===== src/rtl/cdi_pkg.sv =====
package cdi_pkg;

    // One-hot sequencer states
    typedef enum logic [5:0] {
        ST_ACTIVE   = 6'b000001,
        ST_SAVE     = 6'b000010,
        ST_PWR_OFF  = 6'b000100,
        ST_OFF      = 6'b001000,
        ST_PWR_ON   = 6'b010000,
        ST_RESTORE  = 6'b100000
    } seq_state_e;

    localparam logic [2:0] CODE_C0 = 3'd0;
    localparam logic [2:0] CODE_C6 = 3'd6;
    localparam logic [2:0] CODE_C7 = 3'd7;

    localparam int WAIT_W = 4;
    localparam logic [WAIT_W-1:0] WAIT_OP_C6 = 4'd6;
    localparam logic [WAIT_W-1:0] WAIT_OP_C7 = 4'd7;

    // Decoded idle request: deep = 1 selects C7, 0 selects C6
    typedef struct packed {
        logic valid;
        logic deep;
    } idle_req_t;

    function automatic logic [2:0] target_code(input logic deep);
        return deep ? CODE_C7 : CODE_C6;
    endfunction

    function automatic logic is_power_phase(input seq_state_e s);
        return (s == ST_PWR_OFF) || (s == ST_PWR_ON);
    endfunction

endpackage


===== src/rtl/cdi_req_decode.sv =====
module cdi_req_decode
    import cdi_pkg::*;
#(
    parameter int              ADDR_W    = 16,
    parameter logic [ADDR_W-1:0] LVL3_ADDR = 16'h0414,
    parameter logic [ADDR_W-1:0] LVL4_ADDR = 16'h0415
) (
    input  logic              io_rd_valid,
    input  logic [ADDR_W-1:0] io_rd_addr,
    input  logic              wait_valid,
    input  logic [WAIT_W-1:0] wait_cstate,
    output idle_req_t         req
);
    idle_req_t io_req;
    idle_req_t wt_req;

    always_comb begin
        io_req.valid = io_rd_valid && ((io_rd_addr == LVL3_ADDR) || (io_rd_addr == LVL4_ADDR));
        io_req.deep  = (io_rd_addr == LVL4_ADDR);
        wt_req.valid = wait_valid && ((wait_cstate == WAIT_OP_C6) || (wait_cstate == WAIT_OP_C7));
        wt_req.deep  = (wait_cstate == WAIT_OP_C7);
    end

    // I/O decode has priority over the wait request
    always_comb begin
        if (io_req.valid) req = io_req;
        else if (wt_req.valid) req = wt_req;
        else req = '0;
    end
endmodule


===== src/rtl/cdi_pwr_timer.sv =====
module cdi_pwr_timer #(
    parameter int TMO_W = 12
) (
    input  logic             clk,
    input  logic             rst,
    input  logic             clear,
    input  logic             waiting,
    input  logic [TMO_W-1:0] limit,
    output logic             err
);
    logic [TMO_W-1:0] cnt_q;
    logic             hit;

    assign hit = waiting && (limit != '0) && (cnt_q == limit - 1'b1);

    always_ff @(posedge clk) begin
        if (rst || clear) cnt_q <= '0;
        else if (waiting && (cnt_q != '1)) cnt_q <= cnt_q + 1'b1;
    end

    always_ff @(posedge clk) begin
        if (rst) err <= 1'b0;
        else if (hit) err <= 1'b1;
    end


    err_sticky_chk: assert property (@(posedge clk) disable iff (rst) !$fell(err));
endmodule


===== src/rtl/core_idle_seq.sv =====
module core_idle_seq
    import cdi_pkg::*;
#(
    parameter int                ADDR_W    = 16,
    parameter logic [ADDR_W-1:0] LVL3_ADDR = 16'h0414,
    parameter logic [ADDR_W-1:0] LVL4_ADDR = 16'h0415,
    parameter int                TMO_W     = 12
) (
    input  logic              clk,
    input  logic              rst,
    input  logic              io_rd_valid,
    input  logic [ADDR_W-1:0] io_rd_addr,
    input  logic              wait_valid,
    input  logic [3:0]        wait_cstate,
    input  logic              wake,
    output logic              save_req,
    input  logic              save_done,
    output logic              restore_req,
    input  logic              restore_done,
    output logic              pwr_en,
    input  logic              pwr_good,
    input  logic [TMO_W-1:0]  ack_timeout,
    output logic              pwr_err,
    output logic [2:0]        core_cstate
);
    seq_state_e state_q, state_d;
    idle_req_t  req;
    logic       deep_q;
    logic       wake_pend_q;
    logic       ack_missing;

    cdi_req_decode #(
        .ADDR_W   (ADDR_W),
        .LVL3_ADDR(LVL3_ADDR),
        .LVL4_ADDR(LVL4_ADDR)
    ) u_dec (
        .io_rd_valid(io_rd_valid),
        .io_rd_addr (io_rd_addr),
        .wait_valid (wait_valid),
        .wait_cstate(wait_cstate),
        .req        (req)
    );

    always_comb begin
        state_d = state_q;
        unique case (state_q)
            ST_ACTIVE:  if (req.valid) state_d = ST_SAVE;
            ST_SAVE:    if (save_done) state_d = (wake || wake_pend_q) ? ST_ACTIVE : ST_PWR_OFF;
            ST_PWR_OFF: if (!pwr_good) state_d = ST_OFF;
            ST_OFF:     if (wake || wake_pend_q) state_d = ST_PWR_ON;
            ST_PWR_ON:  if (pwr_good) state_d = ST_RESTORE;
            ST_RESTORE: if (restore_done) state_d = ST_ACTIVE;
            default:    state_d = ST_ACTIVE;
        endcase
    end

    always_ff @(posedge clk) begin
        if (rst) begin
            state_q     <= ST_ACTIVE;
            deep_q      <= 1'b0;
            wake_pend_q <= 1'b0;
        end else begin
            state_q <= state_d;
            if (state_q == ST_ACTIVE && req.valid) deep_q <= req.deep;
            if (state_d == ST_ACTIVE || state_d == ST_PWR_ON) wake_pend_q <= 1'b0;
            else if (wake && (state_q == ST_SAVE || state_q == ST_PWR_OFF)) wake_pend_q <= 1'b1;
        end
    end

    assign ack_missing = (state_q == ST_PWR_OFF) ? pwr_good : !pwr_good;

    cdi_pwr_timer #(.TMO_W(TMO_W)) u_tmr (
        .clk    (clk),
        .rst    (rst),
        .clear  (!is_power_phase(state_q)),
        .waiting(is_power_phase(state_q) && ack_missing),
        .limit  (ack_timeout),
        .err    (pwr_err)
    );

    assign save_req    = (state_q == ST_SAVE);
    assign restore_req = (state_q == ST_RESTORE);
    assign pwr_en      = !((state_q == ST_PWR_OFF) || (state_q == ST_OFF));
    assign core_cstate = (state_q == ST_OFF) ? target_code(deep_q) : CODE_C0;


    state_onehot_chk: assert property (@(posedge clk) disable iff (rst) $countones(state_q) == 1);

    save_hold_chk: assert property (@(posedge clk) disable iff (rst)
        save_req && !save_done && !wake |=> save_req || !save_req && pwr_en);

    save_power_on_chk: assert property (@(posedge clk) disable iff (rst) save_req |-> pwr_en);

    off_after_save_chk: assert property (@(posedge clk) disable iff (rst)
        $fell(pwr_en) |-> $past(save_done) && $past(save_req));

    restore_after_power_chk: assert property (@(posedge clk) disable iff (rst)
        $rose(restore_req) |-> $past(pwr_good) && pwr_en);

    restore_hold_chk: assert property (@(posedge clk) disable iff (rst)
        restore_req && !restore_done |=> restore_req);

    cstate_off_chk: assert property (@(posedge clk) disable iff (rst) (core_cstate != 3'd0) |-> !pwr_en);

    req_exclusive_chk: assert property (@(posedge clk) disable iff (rst) !(save_req && restore_req));
endmodule


===== config.mk =====
export PLATFORM = sky130hd
export DESIGN_NAME = core_idle_seq
export DESIGN_NICKNAME = d
export VERILOG_FILES = /design/src/rtl/cdi_pkg.sv /design/src/rtl/cdi_req_decode.sv /design/src/rtl/cdi_pwr_timer.sv /design/src/rtl/core_idle_seq.sv
export SDC_FILE = /design/constraint.sdc
export NUM_CORES = 1
export LEC_CHECK = 0
export ABC_AREA = 0
export BUFFER_PORTS_ARGS = -buffer_cell sky130_fd_sc_hd__buf_2
export CAP_MARGIN = 20
export CORE_ASPECT_RATIO = 0.7
export CORE_UTILIZATION = 47
export DETAILED_ROUTE_END_ITERATION = 12
export GPL_TIMING_DRIVEN = 0
export PLACE_DENSITY = 0.8
export SYNTH_ARGS = -nofsm -noshare
export SYNTH_HDL_FRONTEND = slang
export SYNTH_HIERARCHICAL = 1
export SYNTH_SLANG_ARGS = --single-unit

===== constraint.sdc =====
create_clock -name clk -period 1.88 [get_ports clk]
set_input_delay 0.188 -clock clk [delete_from_list [all_inputs] [get_ports clk]]
set_output_delay 0.188 -clock clk [all_outputs]
set_load 0.01 [all_outputs]

Word level (Yosys, flattened, before mapping). Index checks and enable logic that the tools add are counted.

Logic and storage cells: 55. Register bits after elaboration: 21. Bits of input ports: 40.

Reductions and logical operators: 21. Equality and inequality tests: 14. Multiplexer cells: 13. $add $sub $neg: 2.

Operators by type and width (count): two-way mux 6 bit (6); one-hot mux 6 bit (6 select lines) (1); == test 16 x 11 -> 1 bit (second input constant) (2); adder 12 x 1 -> 12 bit (second input constant) (1); == test 12 bit (1); == test 6 x 1 -> 1 bit (second input constant) (2); == test 6 x 5 -> 1 bit (second input constant) (2); inequality test 12 bit (second input constant) (1); nonzero test 12 bit (1); subtractor 12 x 1 -> 12 bit (second input constant) (1); == test 4 x 3 -> 1 bit (second input constant) (2); logical AND 1 bit (8); logical OR 1 bit (8); == test 6 x 2 -> 1 bit (second input constant) (1); == test 6 x 3 -> 1 bit (second input constant) (1); == test 6 x 4 -> 1 bit (second input constant) (1); == test 6 bit (second input constant) (1); two-way mux 3 bit (2); two-way mux 2 bit (2); logical NOT 1 bit (3); two-way mux 1 bit (2); OR reduction 2 bit (1).

Depth between registers and ports, before layout. Gate-level depths: netlist of run 1.

Word-level depth: 10. Mapped depth: 9.

By module. Netlist of run 1, hierarchy kept.

By module, submodules not included: cdi_pwr_timer (times used 1, seq. area each 260.2 µm², cells each 122, area each 1029.7 µm²); core_idle_seq (times used 1, seq. area each 160.2 µm², cells each 78, area each 589.3 µm²); cdi_req_decode (times used 1, seq. area each 0.0 µm², cells each 11, area each 96.3 µm²).

Worst setup path before layout of run 1. Ideal clock, no wire load.

Path kind: register to register. Start: reg state_q[2]. End: reg u_tmr.cnt_q[9]. Library setup time: 128 ps. Required time: 1752 ps. Data arrival time: 1940 ps. Buffers on the path: 1. Period minus slack after synthesis: 2067 ps. Cell stages (with the launch flop): 10. Slack: -187 ps. Cell sequence: dfxtp_1 buf_1 nand2_1 o22ai_1 and3_1 o41a_1 nand4_1 nor3_1 xnor2_1 nor2_1.

Longest elaborated chain between the ends: 4. Elaborated cells on any way between the ends: 8. Classes of those cells: eq/ne (2); mux (1); reduce/logical (5).

RTL lines: start, declared (RTL line core_idle_seq.sv:26) `seq_state_e state_q, state_d;`; start signal, assigned (RTL line core_idle_seq.sv:63) `state_q <= state_d;`; == test 6 x 3 -> 1 bit / == test 6 x 5 -> 1 bit (equally long branches) (RTL line cdi_pkg.sv:32, core_idle_seq.sv:70); two-way mux 1 bit / logical OR 1 bit (equally long branches) (RTL line core_idle_seq.sv:70, cdi_pkg.sv:32); logical AND 1 bit / logical NOT 1 bit (equally long branches) (RTL line core_idle_seq.sv:76, core_idle_seq.sv:75); logical AND 1 bit / logical OR 1 bit (equally long branches) (RTL line cdi_pwr_timer.sv:18, cdi_pwr_timer.sv:17); end signal, assigned (RTL line cdi_pwr_timer.sv:18) `else if (waiting && (cnt_q != '1)) cnt_q <= cnt_q + 1'b1;`; end, declared (RTL line cdi_pwr_timer.sv:11) `logic [TMO_W-1:0] cnt_q;`.

Several ways; a longest one is shown, not always the timed one. A chain may end at the register's enable or synchronous reset.

Worst setup path in the final report of run 1.
Start: reg state_q[5]. End: reg u_tmr.cnt_q[9].

The elaborated chain is that of the path after synthesis.

==> results of run 1 <==
-- per-layer routing --
layer  track usage (%)  vias to the layer above  wire length [um]  part of all wire (%)
li1                  -                      883                 -                     -
met3              4.81                        6               405                   8.6
met5                 0                        -                 0                     0
met2              39.7                       85              2200                    47
met4              1.92                        0                29                  0.61
met1              34.5                      827              2090                    44
-- registers in the layout (all words and copies together), names as in the netlist --
signal	cells
deep_q	1
state_q	6
u_tmr/cnt_q	12
u_tmr/err	1
wake_pend_q	1
-- stage by stage --
stage / worst slack (ns) / total power, mW
5_1_grt: -0.123 / 0.939
3_3_place_gp: -0.248 / 0.601
2_1_floorplan: 0.00543 / 0.532
3_5_place_dp: -0.273 / 0.606
6_report: -0.0625 / 0.909
4_1_cts: -0.0702 / 0.904
-- layout by cell type (no fill, tap or decap), types with 3 or more instances in the layout --
cell      Yosys  routed
buf_2         3      46
nor2_1       27      19
dfxtp_1      21      16
xor2_1       15      15
nand2_1      14      14
xnor2_1      14      12
buf_4         1      12
inv_1         9       9
a21oi_1       7       7
nor3_1       11       7
nor3_2        3       6
nand4_1       6       6
nand2b_1      6       5
o21ai_0       5       5
buf_6         3       5
nand3_1       5       5
nor2_2        0       5
buf_8         0       3
nor3_4        2       3
clkbuf_8      0       3
dfxtp_4       0       3
nor4b_2       3       3
nor2_4        0       3
mux2i_1       3       3
-- kinds of logic (layout without fill, tap and decap cells) --
| family | count (synthesis) | after routing | synth area share, % |
|---|---|---|---|
| compound gates | 30 | 30 | 12.0 |
| xor+xnor | 29 | 29 | 14.8 |
| fa+ha+maj | 2 | 2 | 1.46 |
| buf+inv | 21 | 82 | 6.34 |
| flops | 21 | 21 | 24.5 |
| mux | 5 | 5 | 3.06 |
| simple gates | 103 | 103 | 37.9 |
-- layout make-up --
type | count | area, sq um
tap | 47 | 58.8
buffer | 8 | 66.3
inverter | 9 | 33.8
clock inverter | 1 | 5.00
sequential | 21 | 434
fill | 260 | 997
multi-input combinational | 169 | 1300
clock buffer | 3 | 41.3
timing repair buffer | 61 | 383
-- report_power, final --
| part | switching [mW] | total [mW] | leakage, nW | internal, mW |
|---|---|---|---|---|
| combinational | 0.0758 | 0.154 | 0.694 | 0.0787 |
| clock | 0.160 | 0.308 | 0.0255 | 0.148 |
| sequential | 0.00459 | 0.446 | 0.172 | 0.442 |
| total | 0.240 | 0.909 | 0.891 | 0.669 |
-- repair_timing --
item / CTS / global route
gates resized for setup: 18 / 24
pin swaps: 16 / 8
endpoints found under the setup margin: 14 / 17
cloned: 1 / 0
setup buffers: 8 / 6
-- worst max-delay path, delay by kind of cell (launching register included) --
kind | cells | cell delay (ns)
simple gates | 5 | 1.20
flops | 1 | 0.35
buf+inv | 2 | 0.31
-- how the worst max path moves through the flow --
stage / cells after the start / from / end / slack, ns
after floorplan: 8 / state_q[4] / u_tmr/cnt_q[6] / 0.005
after global placement: 9 / state_q[2] / u_tmr/cnt_q[11] / -0.25
after detailed placement: 9 / state_q[2] / u_tmr/cnt_q[11] / -0.27
after CTS: 4 / state_q[4] / core_cstate[0] / -0.07
after global routing: 7 / state_q[5] / u_tmr/cnt_q[9] / -0.12
final: 7 / state_q[5] / u_tmr/cnt_q[9] / -0.06
==> run_results.csv, run 1 <==
group,metric,value,unit
sta,timing.setup.tns,-0.541,ns
place,place_inst,304,
worst_setup_path,worst-r2r-cell-count,7,
sta,finalHoldWorstSlack,0.178,ns
place,port_buffers,46,
route,wl_per_cell,14.8,um
worst_setup_path,r2r-end,"u_tmr/cnt_q[9]",
worst_setup_path,endpoint_kind,"flip-flop",
sta,slew-limit-headroom,69.7,%
route,drt.antenna.violating_nets,0,
sta,setup_repair_after_global_routing_missed_its_margin,"true",
floorplanning,dieArea,3900,sq um
sta,slew_violations,0,
power_and_ir_drop,power.ir.vdd_worst,0.000239,V
floorplanning,io-pin-count,47,
clock_tree,hold_bufs_at_cts,0,
clock_tree,htree_levels,1,
floorplanning,die_width,74.2,um
worst_setup_path,critPathSlowestCell,"or4_4",
worst_setup_path,r2r-start,"state_q[5]",
worst_hold_path,hold_path_class,"in -> reg",
global_route,largest_net_degree_at_the_start_of_global_routing,13,
floorplanning,chipHeight,52.5,um
route,routed_via_density,5.65,
yosys,ys_async_sr_fraction,0,%
final_layout,fin_cells,319,
clock_tree,cts_root_buffer,"clkbuf_8",
worst_setup_path,crit_type,"reg -> reg",
sta,hold_viol,0,
worst_setup_path,worst_ep_required_time,2.09,ns
floorplanning,initial_utilization,51.7,%
global_route,number_of_global_route_vias_before_repair,1479,
yosys,synthesis.area,1720,sq um
sta,pin_slew_with_the_least_headroom_to_its_limit,0.454,ns
global_route,grt_antenna_before_repair,0,
global_route,grt_first_pass_wirelength,7010,um
floorplanning,floorplan.core_area,3320,sq um
final_layout,finalInstanceArea,2320,sq um
final_layout,layout.core_utilization,69.9,%
sta,worst_skew,0.00767,ns
worst_setup_path,critical_path.max_fanout,5,
place,gp_congestion,0.839,
worst_hold_path,origin_of_the_worst_min_delay_path,"pwr_good",
yosys,synth.top_cells.by_count,"nor2_1, dfxtp_1, xor2_1, nand2_1, xnor2_1",
job,timing.max_cap.violations,0,
worst_hold_path,hold_path_depth,3,
route,total_vias_in_the_final_route,1801,
global_route,grt_overflow,0,
worst_setup_path,critPathArrivalTime,2.15,ns
final_layout,antennaDiodeCount,0,
yosys,synth_cells,211,
clock_tree,clkLatencyLatePin,0.27,ns
yosys,synth_edf_count,0,
sta,finalCritPeriodShare,103,%
place,placed_area,2020,sq um
yosys,post-synth-top-count-cell,"nor2_1",
outcome,violated_checks,"negative setup slack",
yosys,ys_seq_elements,21,
sta,final.min_clock_period,1.94,ns
floorplanning,floorplan.rows,17,
worst_setup_path,worstPathCellList,"or4_4 > buf_12 > nor3b_4 > nor2_1 > or2_4 > buf_8 > nor2_4",
sta,max_clock_freq,515,MHz
power_and_ir_drop,power.density,392,nW/um^2
sta,finalSetupViolCount,13,
power_and_ir_drop,power.static_leakage,0.891,nW
route,drc,0,
yosys,synth_top_cell_by_area,"dfxtp_1",
clock_tree,cts-root-to-sink-buffers,2,
yosys,synthFlopType,"dfxtp_1",
yosys,synth_top_cell_area_share,24.5,%
sta,fin_ws,-0.0625,ns
route,routed_wl,4720,um
place,post_dp_hpwl,3290,um
clock_tree,numCtsBuffers,3,
final_layout,drive_above_1_share,42.3,%
outcome,run_status,"complete, but fails checks",
worst_setup_path,critPathMaxStageDelay,0.57,ns
yosys,yosysWarnings,6,
clock_tree,cts_tree,"built",
global_route,grt_use_total,24.4,%
clock_tree,tritoncts_num_sinks,21,
yosys,post_synthesis_net_count,253,
yosys,mean_instance_size_in_the_synthesized_netlist,8.13,sq um
yosys,synth-seq-area-share,24.5,%
worst_setup_path,reg2reg_setup_slack,-0.06,ns
final_layout,finish.net_count,315,
worst_setup_path,timing.critical_path.from_type,"flip-flop",
final_layout,areaGrowthSynthToFinish,35.3,%
worst_hold_path,whs_endpoint,"state_q[2]",
yosys,post_synth_num_cell_types,58,
route,first_iter_violations,169,
route,drt_pass1_iterations,4,
yosys,yosys-top-cells-area,"dfxtp_1, xor2_1, xnor2_1",
clock_tree,clkTransAtPathRegs,0.08,ns
No activity file was read; power rests on OpenSTA's default activity.
==> run 2: changes to the inputs <==
--- a/config.mk
+++ b/config.mk
@@ -5,14 +5,14 @@
 export SDC_FILE = /design/constraint.sdc
 export NUM_CORES = 1
 export LEC_CHECK = 0
-export ABC_AREA = 0
+export ABC_AREA = 1
 export BUFFER_PORTS_ARGS = -buffer_cell sky130_fd_sc_hd__buf_2
 export CAP_MARGIN = 20
 export CORE_ASPECT_RATIO = 0.7
-export CORE_UTILIZATION = 47
+export CORE_UTILIZATION = 48
 export DETAILED_ROUTE_END_ITERATION = 12
 export GPL_TIMING_DRIVEN = 0
-export PLACE_DENSITY = 0.8
+export PLACE_DENSITY = 0.81
 export SYNTH_ARGS = -nofsm -noshare
 export SYNTH_HDL_FRONTEND = slang
 export SYNTH_HIERARCHICAL = 1
==> run 2 against run 1 <==
Net effect: the run now ends clean; critical path depth is 8 higher; clock-buffer cell count is 1 higher; first-iteration DRC count is 5.3% lower; combinational power is 3% lower; synthesized area is 4.2% higher; critical path type unchanged; die area is 2.0% higher; worst hold slack better by 0.0041 ns; highest routed layer unchanged.
==> run_results.csv, run 2 <==
group,metric,value,unit
place,port_buffers,46,
yosys,synthesis.area,1790,sq um
global_route,grt_antenna_before_repair,0,
yosys,synth.top_cells.by_count,"nand2_1, nor2_1, inv_1, nand3_1, dfxtp_1",
sta,setup_repair_after_global_routing_missed_its_margin,"true",
yosys,synth-seq-area-share,23.5,%
worst_setup_path,crit_type,"reg -> reg",
floorplanning,io-pin-count,47,
clock_tree,numCtsBuffers,3,
worst_hold_path,hold_path_depth,4,
yosys,ys_async_sr_fraction,0,%
yosys,synth_top_cell_area_share,23.5,%
clock_tree,clkTransAtPathRegs,0.08,ns
yosys,synth_fa_ha_area_share,1.40,%
place,post_dp_hpwl,3530,um
worst_setup_path,timing.critical_path.from_type,"flip-flop",
floorplanning,floorplan.rows,18,
sta,pin_slew_with_the_least_headroom_to_its_limit,0.382,ns
final_layout,reg.largest.list,"u_tmr/cnt_q (12), state_q (6)",
sta,final.min_clock_period,1.85,ns
yosys,synth-xor-area-share,4.27,%
clock_tree,cts-root-to-sink-buffers,2,
final_layout,finish.net_count,415,
worst_setup_path,worst_ep_required_time,2.09,ns
yosys,synthFlopType,"dfxtp_1",
final_layout,leading_cell_type_in_the_layout_fill_and_taps_excluded,"nand2_1",
worst_setup_path,critPathArrivalTime,2.05,ns
power_and_ir_drop,power.static_leakage,1.08,nW
clock_tree,cts_tree,"built",
floorplanning,dieArea,3980,sq um
route,drt_pass1_iterations,6,
worst_hold_path,hold_path_class,"in -> reg",
route,routed_wl,4800,um
floorplanning,die_width,74.9,um
sta,hold_viol,0,
yosys,ys_seq_elements,21,
yosys,synth_top_cell_by_area,"dfxtp_1",
worst_setup_path,worst-r2r-cell-count,15,
route,drc,0,
floorplanning,floorplan.core_area,3540,sq um
final_layout,layout.area.seq,435,sq um
job,timing.max_cap.violations,0,
worst_setup_path,critical_path.max_fanout,4,
yosys,synth_edf_count,0,
sta,finalSetupViolCount,0,
floorplanning,chipHeight,53.1,um
sta,finalCritPeriodShare,98.4,%
clock_tree,tritoncts_num_sinks,21,
final_layout,multiInputGateArea,1200,sq um
yosys,yosysWarnings,6,
final_layout,max_flop_register,"u_tmr/cnt_q",
yosys,post_synthesis_net_count,356,
yosys,muxShareOfSynthArea,0,%
clock_tree,cts_root_buffer,"clkbuf_8",
worst_setup_path,endpoint_kind,"flip-flop",
yosys,synthSimpleGateAreaFrac,48.8,%
sta,slew-limit-headroom,74.5,%
sta,timing.setup.tns,0,ns
sta,slew_violations,0,
place,place_inst,410,
power_and_ir_drop,power.ir.vdd_worst,0.000240,V
global_route,number_of_global_route_vias_before_repair,1695,
yosys,synth_cells,314,
sta,fin_ws,0.0307,ns
place,dpl_worst_slack,-0.226,ns
global_route,grt_use_total,23.5,%
yosys,post_synth_num_cell_types,27,
final_layout,max_ffs_per_register,12,
route,first_iter_violations,160,
final_layout,areaGrowthSynthToFinish,26.2,%
route,drt.antenna.violating_nets,0,
final_layout,drive_above_1_share,27.4,%
final_layout,antennaDiodeCount,0,
place,gp_congestion,0.905,
place,placed_area,2080,sq um
power_and_ir_drop,power.density,397,nW/um^2
global_route,grt_first_pass_wirelength,7100,um
clock_tree,htree_levels,1,
yosys,post-synth-top-count-cell,"nand2_1",
route,routed_via_density,5.16,
sta,max_clock_freq,541,MHz
global_route,largest_net_degree_at_the_start_of_global_routing,12,
route,wl_per_cell,11.4,um
final_layout,num-fill-cells,345,
outcome,run_status,"completed",
yosys,synthesized_area_fraction_occupied_by_ao_oa_aoi_and_oai_cells,9.59,%
final_layout,fin_cells,422,
final_layout,highest_count_cells_in_the_layout_ignoring_fill_and_taps,"nand2_1, nor2_1, inv_1",
final_layout,finalInstanceArea,2260,sq um
clock_tree,clkLatencyLatePin,0.26,ns
yosys,mean_instance_size_in_the_synthesized_netlist,5.69,sq um
global_route,grt_overflow,0,
yosys,yosys-top-cells-area,"dfxtp_1, nand2_1, nor2_1",
yosys,main_combinational_cell_family_by_area_after_synthesis,"simple AND/OR/NAND/NOR gates",
route,total_vias_in_the_final_route,2179,
sta,worst_skew,0.00478,ns
floorplanning,initial_utilization,50.6,%
clock_tree,hold_bufs_at_cts,0,
==> run 2: cell count changes after synthesis, moves of 5 or more <==
| cell | previous run | this run |
|---|---|---|
| xnor2_1 | 14 | 0 |
| nand2b_1 | 6 | 0 |
| nand3_1 | 5 | 24 |
| xor2_1 | 15 | 6 |
| nand2_2 | 0 | 6 |
| o21ai_0 | 5 | 13 |
| nand2_1 | 14 | 77 |
| o21ai_1 | 0 | 5 |
| nor2_1 | 27 | 63 |
| inv_1 | 9 | 52 |
==> run 2: critical path: stages (launching register included) <==
cell and delay [ns]:
dfxtp_4 0.36, nor2_4 0.14, nand2_2 0.10, inv_2 0.10, nand2_4 0.07, a21oi_4 0.19
inv_2 0.05, a21oi_2 0.09, nand3_1 0.08, nor2_1 0.11, nand2_1 0.08, nor2_1 0.09
nand2_1 0.06, nor2_1 0.10, nand2_1 0.06, a21oi_2 0.10
==> run 2: through the flow <==
| step | hold WS (ns) | power (mW) | util [%] |
|---|---|---|---|
| after floorplan | 0.250 | 0.534 | - |
| after global placement | 0.451 | 0.595 | 58.8 |
| after detailed placement | 0.453 | 0.600 | 58.8 |
| after CTS | 0.185 | 0.899 | 61.5 |
| after global routing | 0.217 | 0.941 | 63.8 |
| final | 0.183 | 0.896 | 63.8 |
==> run 2: metal layers <==
layer,routed length [um],up-vias,track usage [%]
met5,0,-,0
met4,57,0,6.29
met3,387,11,4.00
met1,2240,961,31.8
met2,2110,113,38.4
li1,-,1094,-
==> run 2: timing repair <==
| action | CTS | global route |
|---|---|---|
| pin swaps | 3 | 10 |
| setup endpoints to repair | 6 | 1 |
| resized for setup | 16 | 13 |
| setup buffers | 1 | 7 |
==> run 2: path summary, 6_finish.rpt <==
path                startpoint    endpoint  slack [ns]
setup reg to reg    state_q[5]   u_tmr/err        0.03
hold / removal    restore_done  state_q[5]        0.18
hold reg to reg      u_tmr/err   u_tmr/err        0.47
setup / recovery    state_q[5]   u_tmr/err        0.03
==> run 2: cells by family (layout without fill, tap and decap cells) <==
kind of cell	Yosys count	in the layout
flops	21	21
compound gates	32	32
xor+xnor	7	7
fa+ha+maj	2	2
simple gates	196	196
buf+inv	56	114
==> run 2: area by class of cell <==
type | instances | area share [%]
Tap cell | 50 | 2.77
Sequential cell | 21 | 19.3
Inverter | 54 | 9.10
Clock buffer | 4 | 2.00
Timing Repair Buffer | 54 | 12.9
Multi-Input combinational cell | 237 | 53.1
Buffer | 2 | 0.832
==> run 2: power breakdown <==
| group | switching [mW] | leakage (nW) | internal [mW] |
|---|---|---|---|
| sequential | 0.00319 | 0.172 | 0.443 |
| clock | 0.148 | 0.0228 | 0.151 |
| combinational | 0.0843 | 0.886 | 0.0659 |
